### src/rtl/scan_seq_pkg.sv
package scan_seq_pkg;

  typedef enum logic [1:0] {
    ST_IDLE    = 2'd0,
    ST_SHIFT   = 2'd1,
    ST_CAPTURE = 2'd2,
    ST_UNLOAD  = 2'd3
  } seq_state_e;

  // busy cycles of a full run with overlapped load/unload
  function automatic int unsigned run_cycles(input int unsigned nvec, input int unsigned len);
    return nvec * (len + 1) + len;
  endfunction

  // index width with a floor of one bit
  function automatic int unsigned idx_bits(input int unsigned n);
    return (n > 1) ? $clog2(n) : 1;
  endfunction

endpackage

### src/rtl/scan_chain.sv
module scan_chain #(
  parameter int LEN = 4
) (
  input  logic           clk,
  input  logic           rst_n,
  input  logic           en,
  input  logic           scan_mode,
  input  logic           si,
  input  logic [LEN-1:0] func_d,
  output logic [LEN-1:0] q,
  output logic           so
);

  logic [LEN-1:0] nxt;

  for (genvar p = 0; p < LEN; p++) begin : g_cell
    if (p == LEN - 1) begin : g_head
      assign nxt[p] = scan_mode ? si : func_d[p];
    end else begin : g_body
      assign nxt[p] = scan_mode ? q[p+1] : func_d[p];
    end

    always_ff @(posedge clk) begin
      if (!rst_n)  q[p] <= 1'b0;
      else if (en) q[p] <= nxt[p];
    end
  end

  assign so = q[0];

endmodule

### src/rtl/cut_logic.sv
module cut_logic #(
  parameter int W = 16
) (
  input  logic [W-1:0] x,
  output logic [W-1:0] y
);

  function automatic logic [W-1:0] next_state(input logic [W-1:0] v);
    logic [W-1:0] rot_up, rot_dn;
    rot_up = {v[W-2:0], v[W-1]};   // bit i <- v[i-1]
    rot_dn = {v[0], v[W-1:1]};     // bit i <- v[i+1]
    return rot_up ^ (v & rot_dn);
  endfunction

  assign y = next_state(x);

endmodule

### src/rtl/vec_store.sv
module vec_store #(
  parameter int W  = 16,
  parameter int N  = 6,
  parameter int IW = 3
) (
  input  logic          clk,
  input  logic          rst_n,
  input  logic          lock,
  input  logic          wr_en,
  input  logic [IW-1:0] wr_idx,
  input  logic [W-1:0]  wr_stim,
  input  logic [W-1:0]  wr_exp,
  input  logic [IW-1:0] stim_idx,
  input  logic [IW-1:0] exp_idx,
  output logic [W-1:0]  stim_word,
  output logic [W-1:0]  exp_word
);

  logic [W-1:0] stim_q [N];
  logic [W-1:0] exp_q  [N];

  for (genvar k = 0; k < N; k++) begin : g_entry
    always_ff @(posedge clk) begin
      if (!rst_n) begin
        stim_q[k] <= '0;
        exp_q[k]  <= '0;
      end else if (wr_en && !lock && (wr_idx == IW'(k))) begin
        stim_q[k] <= wr_stim;
        exp_q[k]  <= wr_exp;
      end
    end
  end

  assign stim_word = stim_q[stim_idx];
  assign exp_word  = exp_q[exp_idx];

endmodule

### src/rtl/seq_ctrl.sv
module seq_ctrl
  import scan_seq_pkg::*;
#(
  parameter int LEN   = 4,
  parameter int NVEC  = 6,
  parameter int IW    = 3,
  parameter int BW    = 2,
  parameter int CNT_W = 6
) (
  input  logic             clk,
  input  logic             rst_n,
  input  logic             start,
  input  logic             mismatch,
  output logic             start_acc,
  output logic             busy,
  output logic             done,
  output logic             fail,
  output logic             scan_mode,
  output logic             cmp_en,
  output logic [IW-1:0]    vec_idx,
  output logic [IW-1:0]    cmp_idx,
  output logic [BW-1:0]    bit_idx,
  output logic             unloading,
  output logic [CNT_W-1:0] cycle_cnt
);

  localparam logic [BW-1:0] LAST_BIT = BW'(LEN - 1);
  localparam logic [IW-1:0] LAST_VEC = IW'(NVEC - 1);

  seq_state_e state;
  logic       have_resp;

  assign busy      = (state != ST_IDLE);
  assign start_acc = start && !busy;
  assign scan_mode = (state == ST_SHIFT) || (state == ST_UNLOAD);
  assign unloading = (state == ST_UNLOAD);
  assign cmp_en    = ((state == ST_SHIFT) && have_resp) || unloading;
  assign cmp_idx   = unloading ? LAST_VEC : (vec_idx - 1'b1);

  always_ff @(posedge clk) begin
    if (!rst_n) begin
      state     <= ST_IDLE;
      vec_idx   <= '0;
      bit_idx   <= '0;
      have_resp <= 1'b0;
      done      <= 1'b0;
      fail      <= 1'b0;
      cycle_cnt <= '0;
    end else if (start_acc) begin
      state     <= ST_SHIFT;
      vec_idx   <= '0;
      bit_idx   <= '0;
      have_resp <= 1'b0;
      done      <= 1'b0;
      fail      <= 1'b0;
      cycle_cnt <= '0;
    end else if (busy) begin
      cycle_cnt <= cycle_cnt + 1'b1;
      if (mismatch) fail <= 1'b1;
      unique case (state)
        ST_SHIFT: begin
          if (bit_idx == LAST_BIT) begin
            bit_idx <= '0;
            state   <= ST_CAPTURE;
          end else begin
            bit_idx <= bit_idx + 1'b1;
          end
        end
        ST_CAPTURE: begin
          have_resp <= 1'b1;
          if (vec_idx == LAST_VEC) begin
            state <= ST_UNLOAD;
          end else begin
            vec_idx <= vec_idx + 1'b1;
            state   <= ST_SHIFT;
          end
        end
        ST_UNLOAD: begin
          if (bit_idx == LAST_BIT) begin
            bit_idx <= '0;
            state   <= ST_IDLE;
            done    <= 1'b1;
          end else begin
            bit_idx <= bit_idx + 1'b1;
          end
        end
        default: state <= ST_IDLE;
      endcase
    end
  end

endmodule

### src/rtl/scan_test_seq.sv
module scan_test_seq
  import scan_seq_pkg::*;
#(
  parameter int NUM_CHAINS = 4,
  parameter int CHAIN_LEN  = 4,
  parameter int NUM_VEC    = 6,
  parameter int IDX_W      = idx_bits(NUM_VEC),
  parameter int CNT_W      = $clog2(run_cycles(NUM_VEC, CHAIN_LEN) + 1)
) (
  input  logic                            clk,
  input  logic                            rst_n,
  input  logic                            start,
  input  logic                            wr_en,
  input  logic [IDX_W-1:0]                wr_idx,
  input  logic [NUM_CHAINS*CHAIN_LEN-1:0] wr_stim,
  input  logic [NUM_CHAINS*CHAIN_LEN-1:0] wr_exp,
  output logic                            scan_mode,
  output logic [NUM_CHAINS-1:0]           scan_out,
  output logic                            busy,
  output logic                            done,
  output logic                            fail,
  output logic [CNT_W-1:0]                cycle_cnt
);

  localparam int FF_N = NUM_CHAINS * CHAIN_LEN;
  localparam int BW   = idx_bits(CHAIN_LEN);

  // events brought out for the checker
  logic                   start_acc;
  logic                   mismatch;
  logic                   cmp_en;
  logic                   unloading;
  logic [IDX_W-1:0]       vec_idx;
  logic [IDX_W-1:0]       cmp_idx;
  logic [BW-1:0]          bit_idx;

  logic [FF_N-1:0]        stim_word;
  logic [FF_N-1:0]        exp_word;
  logic [FF_N-1:0]        cut_q;
  logic [FF_N-1:0]        cut_d;
  logic [NUM_CHAINS-1:0]  chain_si;
  logic [NUM_CHAINS-1:0]  exp_bit;

  logic [NUM_CHAINS-1:0][CHAIN_LEN-1:0] chain_q;
  logic [NUM_CHAINS-1:0][CHAIN_LEN-1:0] func_arr;
  logic [NUM_CHAINS-1:0][CHAIN_LEN-1:0] stim_arr;
  logic [NUM_CHAINS-1:0][CHAIN_LEN-1:0] exp_arr;

  seq_ctrl #(
    .LEN  (CHAIN_LEN),
    .NVEC (NUM_VEC),
    .IW   (IDX_W),
    .BW   (BW),
    .CNT_W(CNT_W)
  ) i_ctrl (
    .clk      (clk),
    .rst_n    (rst_n),
    .start    (start),
    .mismatch (mismatch),
    .start_acc(start_acc),
    .busy     (busy),
    .done     (done),
    .fail     (fail),
    .scan_mode(scan_mode),
    .cmp_en   (cmp_en),
    .vec_idx  (vec_idx),
    .cmp_idx  (cmp_idx),
    .bit_idx  (bit_idx),
    .unloading(unloading),
    .cycle_cnt(cycle_cnt)
  );

  vec_store #(
    .W (FF_N),
    .N (NUM_VEC),
    .IW(IDX_W)
  ) i_store (
    .clk      (clk),
    .rst_n    (rst_n),
    .lock     (busy),
    .wr_en    (wr_en),
    .wr_idx   (wr_idx),
    .wr_stim  (wr_stim),
    .wr_exp   (wr_exp),
    .stim_idx (vec_idx),
    .exp_idx  (cmp_idx),
    .stim_word(stim_word),
    .exp_word (exp_word)
  );

  cut_logic #(.W(FF_N)) i_cut (
    .x(cut_q),
    .y(cut_d)
  );

  assign cut_q    = chain_q;
  assign func_arr = cut_d;
  assign stim_arr = stim_word;
  assign exp_arr  = exp_word;

  for (genvar c = 0; c < NUM_CHAINS; c++) begin : g_chain
    assign chain_si[c] = unloading ? 1'b0 : stim_arr[c][bit_idx];
    assign exp_bit[c]  = exp_arr[c][bit_idx];

    scan_chain #(.LEN(CHAIN_LEN)) i_chain (
      .clk      (clk),
      .rst_n    (rst_n),
      .en       (busy),
      .scan_mode(scan_mode),
      .si       (chain_si[c]),
      .func_d   (func_arr[c]),
      .q        (chain_q[c]),
      .so       (scan_out[c])
    );
  end

  assign mismatch = cmp_en && (scan_out != exp_bit);

endmodule

### config.mk
export PLATFORM = sky130hd
export DESIGN_NAME = scan_test_seq
export DESIGN_NICKNAME = d
export VERILOG_FILES = /design/src/rtl/scan_seq_pkg.sv /design/src/rtl/scan_chain.sv /design/src/rtl/cut_logic.sv /design/src/rtl/vec_store.sv /design/src/rtl/seq_ctrl.sv /design/src/rtl/scan_test_seq.sv
export SDC_FILE = /design/constraint.sdc
export NUM_CORES = 1
export LEC_CHECK = 0
export CAP_MARGIN = 20
export CORE_MARGIN = 3
export CORE_UTILIZATION = 36
export CTS_CLUSTER_SIZE = 14
export DETAILED_ROUTE_END_ITERATION = 8
export GPL_TIMING_DRIVEN = 0
export PLACE_DENSITY_LB_ADDON = 0.15
export SYNTH_ARGS = -nofsm -noshare
export SYNTH_HDL_FRONTEND = slang
export SYNTH_SLANG_ARGS = --single-unit
### constraint.sdc
create_clock -name clk -period 11.61 [get_ports clk]
set_input_delay 2.322 -clock clk [delete_from_list [all_inputs] [get_ports clk]]
set_output_delay 2.322 -clock clk [all_outputs]
set_load 0.02 [all_outputs]
==> flow_summary.html <==
<table>
<tr><th>Metric</th><th>Value</th></tr>
<tr><th colspan="2">Run status</th></tr>
<tr><td>Result of the run</td><td>finished, final reports clean</td></tr>
<tr><th colspan="2">Detailed routing</th></tr>
<tr><td>DRC marker count from the first detailed-route iteration</td><td>470</td></tr>
<tr><td>DRC viols</td><td>0</td></tr>
<tr><td>Final Routed Wirelength</td><td>28500 um</td></tr>
<tr><td>Vias per cell</td><td>5.07</td></tr>
<tr><td>Wire length per cell</td><td>20.7 um</td></tr>
<tr><td>Post-detailed-route count of antenna-violating nets</td><td>0</td></tr>
<tr><td>Via total after detailed routing</td><td>6967</td></tr>
<tr><td>Detailed Routing Iterations Pass 1</td><td>4</td></tr>
<tr><th colspan="2">Finish</th></tr>
<tr><td>Ant. Diodes</td><td>0</td></tr>
<tr><td>Final core utilization</td><td>0.442</td></tr>
<tr><td>Proportion of layout cells with a drive suffix above 1</td><td>0.113</td></tr>
<tr><td>Final instance area</td><td>12900 um2</td></tr>
<tr><td>Final net count</td><td>1019</td></tr>
<tr><td>Layout-stage area growth over the synthesis result</td><td>18.8%</td></tr>
<tr><th colspan="2">Clocking</th></tr>
<tr><td>Post-CTS clock slew at the launch and capture registers of the worst setup and hold paths</td><td>0.06 ns</td></tr>
<tr><td>Post-CTS resize count</td><td>0</td></tr>
<tr><td>TritonCTS clock tree</td><td>built</td></tr>
<tr><td>Clock latency reported for the late side of the worst-skew pair</td><td>0.53 ns</td></tr>
<tr><td>CTS H-tree lvls</td><td>1</td></tr>
<tr><td>Post-CTS Setup Repair Bufs</td><td>0</td></tr>
<tr><td>Clock root buffer</td><td>sky130_fd_sc_hd__clkbuf_16</td></tr>
<tr><td>CTS sink cnt</td><td>227</td></tr>
<tr><td>Max Buffers Root-to-Sink</td><td>3</td></tr>
<tr><td>Count of hold-fix buffers inserted at cts</td><td>0</td></tr>
<tr><td>Inserted Clock Buffers</td><td>27</td></tr>
<tr><th colspan="2">Worst setup path</th></tr>
<tr><td>CP Capture Type</td><td>primary output</td></tr>
<tr><td>Max FO, Critical Path</td><td>10</td></tr>
<tr><td>Required time at the endpoint of the critical path</td><td>9.29 ns</td></tr>
<tr><td>Crit path DAT</td><td>3.47 ns</td></tr>
<tr><td>Type of origin of the critical path</td><td>flip-flop</td></tr>
<tr><td>Startpoint-to-endpoint class of the critical path</td><td>flip-flop to primary output</td></tr>
<tr><th colspan="2">Die</th></tr>
<tr><td>Die width</td><td>180 um</td></tr>
<tr><td>Height of the die</td><td>180 um</td></tr>
<tr><td>Initial cell density of the core</td><td>0.372</td></tr>
<tr><td>Area of the placeable core</td><td>29200 um2</td></tr>
<tr><td>Boundary Pins</td><td>53</td></tr>
<tr><td>Die area</td><td>32300 um2</td></tr>
<tr><td>Total number of placement rows</td><td>62</td></tr>
<tr><th colspan="2">Power and ir drop</th></tr>
<tr><td>Power density over cell area</td><td>146 nW/um2</td></tr>
<tr><td>Leakage</td><td>4.59 nW</td></tr>
<tr><td>VDD IR-drop max</td><td>0.0965 mV</td></tr>
<tr><th colspan="2">Place</th></tr>
<tr><td>Area after DPL</td><td>12100 um2</td></tr>
<tr><td>Placer's final routability congestion estimate</td><td>0.767</td></tr>
<tr><td>Count of buffers from port buffering</td><td>52</td></tr>
<tr><td>Detailed-placement wirelength estimate</td><td>19000 um</td></tr>
<tr><td>Placement Setup Slack</td><td>6.36 ns</td></tr>
<tr><th colspan="2">Synthesis</th></tr>
<tr><td>Total standard cell area after synthesis</td><td>10900 um2</td></tr>
<tr><td>Area share of fa/ha/maj cells after synthesis</td><td>0.0115</td></tr>
<tr><td>Dominant register cell in the synthesized netlist</td><td>sky130_fd_sc_hd__edfxtp_1</td></tr>
<tr><td>Syn_nets</td><td>932</td></tr>
<tr><td>Complex-gate fraction of the synthesized area</td><td>0.0821</td></tr>
<tr><td>Simple logic cell fraction of the synthesized area</td><td>0.179</td></tr>
<tr><td>Share of synthesized area occupied by flip-flops and latches</td><td>0.595</td></tr>
<tr><td>Synthesized-area fraction occupied by xor and xnor cells</td><td>0.0128</td></tr>
<tr><td>Count of different cell masters after synthesis</td><td>36</td></tr>
<tr><td>Dominant cell by count in the synthesized netlist</td><td>sky130_fd_sc_hd__and2_1</td></tr>
<tr><td>Share of synthesized flip-flops with an asynchronous set or reset</td><td>0</td></tr>
<tr><td>EDFF count, synth</td><td>192</td></tr>
<tr><td>Cell taking the most area after synthesis</td><td>sky130_fd_sc_hd__edfxtp_1</td></tr>
<tr><td>Synth top cells by count</td><td>sky130_fd_sc_hd__and2_1 (204), sky130_fd_sc_hd__edfxtp_1 (192), sky130_fd_sc_hd__nor2_1 (68), sky130_fd_sc_hd__clkbuf_1 (41), sky130_fd_sc_hd__o21ai_0 (41)</td></tr>
<tr><td>Combinational family with the most area after synthesis</td><td>simple AND/OR/NAND/NOR gates</td></tr>
<tr><td>Area share of the largest cell type after synthesis</td><td>0.531</td></tr>
<tr><td>Multiplexer share of the synthesized area</td><td>0.0903</td></tr>
<tr><td>Gate Count Post-Synth</td><td>883</td></tr>
<tr><td>Synth Warn #</td><td>0</td></tr>
<tr><td>Number of synthesized register bits</td><td>227</td></tr>
<tr><td>Top post-synthesis cells by area</td><td>sky130_fd_sc_hd__edfxtp_1 (53%), sky130_fd_sc_hd__and2_1 (12%), sky130_fd_sc_hd__dfxtp_1 (6.4%)</td></tr>
<tr><td>Mean cell area of the mapped netlist</td><td>12.3 um2</td></tr>
<tr><th colspan="2">Global route</th></tr>
<tr><td>Maximum number of pins on one net before global-route repair</td><td>24</td></tr>
<tr><td>Antenna violations before repair</td><td>0</td></tr>
<tr><td>Number of global-route vias before repair</td><td>7215</td></tr>
<tr><td>All-Layer GR Usage</td><td>0.175</td></tr>
<tr><td>Global-route wire length before repair</td><td>43800 um</td></tr>
<tr><td>GR Overflow Total</td><td>0</td></tr>
<tr><th colspan="2">Timing</th></tr>
<tr><td>Slew HR</td><td>0.379</td></tr>
<tr><td>F_max</td><td>173 MHz</td></tr>
<tr><td>Final worst-path cycle share</td><td>0.499</td></tr>
<tr><td>Setup TNS</td><td>0 ns</td></tr>
<tr><td>Setup repair after global routing missed its margin</td><td>no</td></tr>
<tr><td>Smallest setup slack after layout</td><td>5.82 ns</td></tr>
<tr><td>Worst Max-Slew Pin Slew</td><td>0.929 ns</td></tr>
<tr><td>Setup-failing EPs final</td><td>0</td></tr>
<tr><td>Number of pins exceeding their max-slew limit in the final report</td><td>0</td></tr>
<tr><td>Fin crit period</td><td>5.79 ns</td></tr>
<tr><td>Maximum clock skew at final layout</td><td>0.0168 ns</td></tr>
<tr><td>Final hold vios</td><td>0</td></tr>
<tr><th colspan="2">Flow run</th></tr>
<tr><td>Count of max-cap constraint violations</td><td>0</td></tr>
<tr><th colspan="2">Hold path</th></tr>
<tr><td>Hold Crit Class</td><td>flip-flop to flip-flop</td></tr>
</table>
[registers in the layout, indices dropped and copies added (netlist names), named ones only]
| name | flops |
|---|---|
| i_ctrl.bit_idx | 2 |
| g_chain.i_chain.q | 12 |
| i_ctrl.have_resp | 1 |
| i_store.stim_q | 96 |
| i_ctrl.cycle_cnt | 6 |
| i_ctrl.vec_idx | 3 |
| i_ctrl.state | 2 |
| i_ctrl.fail | 1 |
| i_store.exp_q | 96 |
| g_chain.i_chain.so | 4 |
| i_ctrl.done | 1 |
[layout make-up]
class	instances	area [um2]
fillers	2701	16300
flip-flops and latches	227	6470
multi-input cells	585	4140
clock buffers	32	694
repair buffers	58	656
well taps	384	480
plain buffers	64	295
clock inverters	17	156
inverters	7	26.3
[cell usage in the layout (no fill, tap or decap), types with 12 or more instances in the layout]
cell type	instances
sky130_fd_sc_hd__nor2_1	68
sky130_fd_sc_hd__o21ai_0	36
sky130_fd_sc_hd__a211oi_1	32
sky130_fd_sc_hd__edfxtp_1	192
sky130_fd_sc_hd__nor2b_1	14
sky130_fd_sc_hd__a22oi_1	14
sky130_fd_sc_hd__nand2_1	27
sky130_fd_sc_hd__clkbuf_1	46
sky130_fd_sc_hd__buf_2	14
sky130_fd_sc_hd__mux4_2	20
sky130_fd_sc_hd__clkbuf_16	27
sky130_fd_sc_hd__and2_1	204
sky130_fd_sc_hd__dfxtp_1	35
sky130_fd_sc_hd__o31ai_1	12
sky130_fd_sc_hd__nor3b_1	19
sky130_fd_sc_hd__mux2_2	16
sky130_fd_sc_hd__mux2i_1	35
sky130_fd_sc_hd__a21oi_1	38
sky130_fd_sc_hd__clkdlybuf4s50_1	52
[report_power, final]
| part | internal (mW) | switching (mW) |
|---|---|---|
| Combinational | 0.0526 | 0.0799 |
| Sequential | 0.919 | 0.0160 |
| Clock | 0.491 | 0.326 |
[through the flow]
stage          total power, mW  hold WS, ns  cells
4_1_cts                   1.90        0.478   1374
2_1_floorplan             1.02        0.440    883
6_report                  1.88        0.481   1374
5_1_grt                   1.95        0.497   1374
3_5_place_dp              1.09        0.465   1325
3_3_place_gp              1.08        0.456   1319
[final timing paths]
path / from / to / slack, ns / cells past startpoint
max: i_ctrl.state[0]$_SDFFE_PN0P_ / scan_mode / 5.82 / 7
min: i_ctrl.have_resp$_SDFFE_PP0P_ / i_ctrl.have_resp$_SDFFE_PP0P_ / 0.48 / 2
max reg2reg: i_ctrl.vec_idx[0]$_SDFFE_PP0P_ / i_ctrl.fail$_SDFFE_PP0P_ / 7.76 / 13
min reg2reg: i_ctrl.have_resp$_SDFFE_PP0P_ / i_ctrl.have_resp$_SDFFE_PP0P_ / 0.48 / 2
[critical path: stages (launching register included)]
cell                              delay (ns)
sky130_fd_sc_hd__dfxtp_1                0.44
sky130_fd_sc_hd__ha_1                   0.25
sky130_fd_sc_hd__buf_2                  0.28
sky130_fd_sc_hd__buf_1                  0.50
sky130_fd_sc_hd__nor2_1                 0.19
sky130_fd_sc_hd__inv_1                  0.16
sky130_fd_sc_hd__clkbuf_1               0.41
sky130_fd_sc_hd__clkdlybuf4s50_1        0.70
[metal layers]
| layer | GRT usage | part of all wire | routed length (um) | vias to the layer above |
|---|---|---|---|---|
| li1 | - | - | - | 3355 |
| met1 | 0.243 | 0.46 | 13200 | 3421 |
| met2 | 0.288 | 0.47 | 13400 | 157 |
| met3 | 0.0289 | 0.048 | 1380 | 34 |
| met4 | 0.0396 | 0.017 | 487 | 0 |
| met5 | 0 | 0 | 0 | - |
[cells by family (layout without fill, tap and decap cells)]
logic type	count (synthesis)	in the layout
compound gates	143	143
xor+xnor	15	15
fa+ha+maj	10	10
buf+inv	71	178
flops	227	227
mux	71	71
simple gates	346	346
Power figures use the tool's default switching activity.
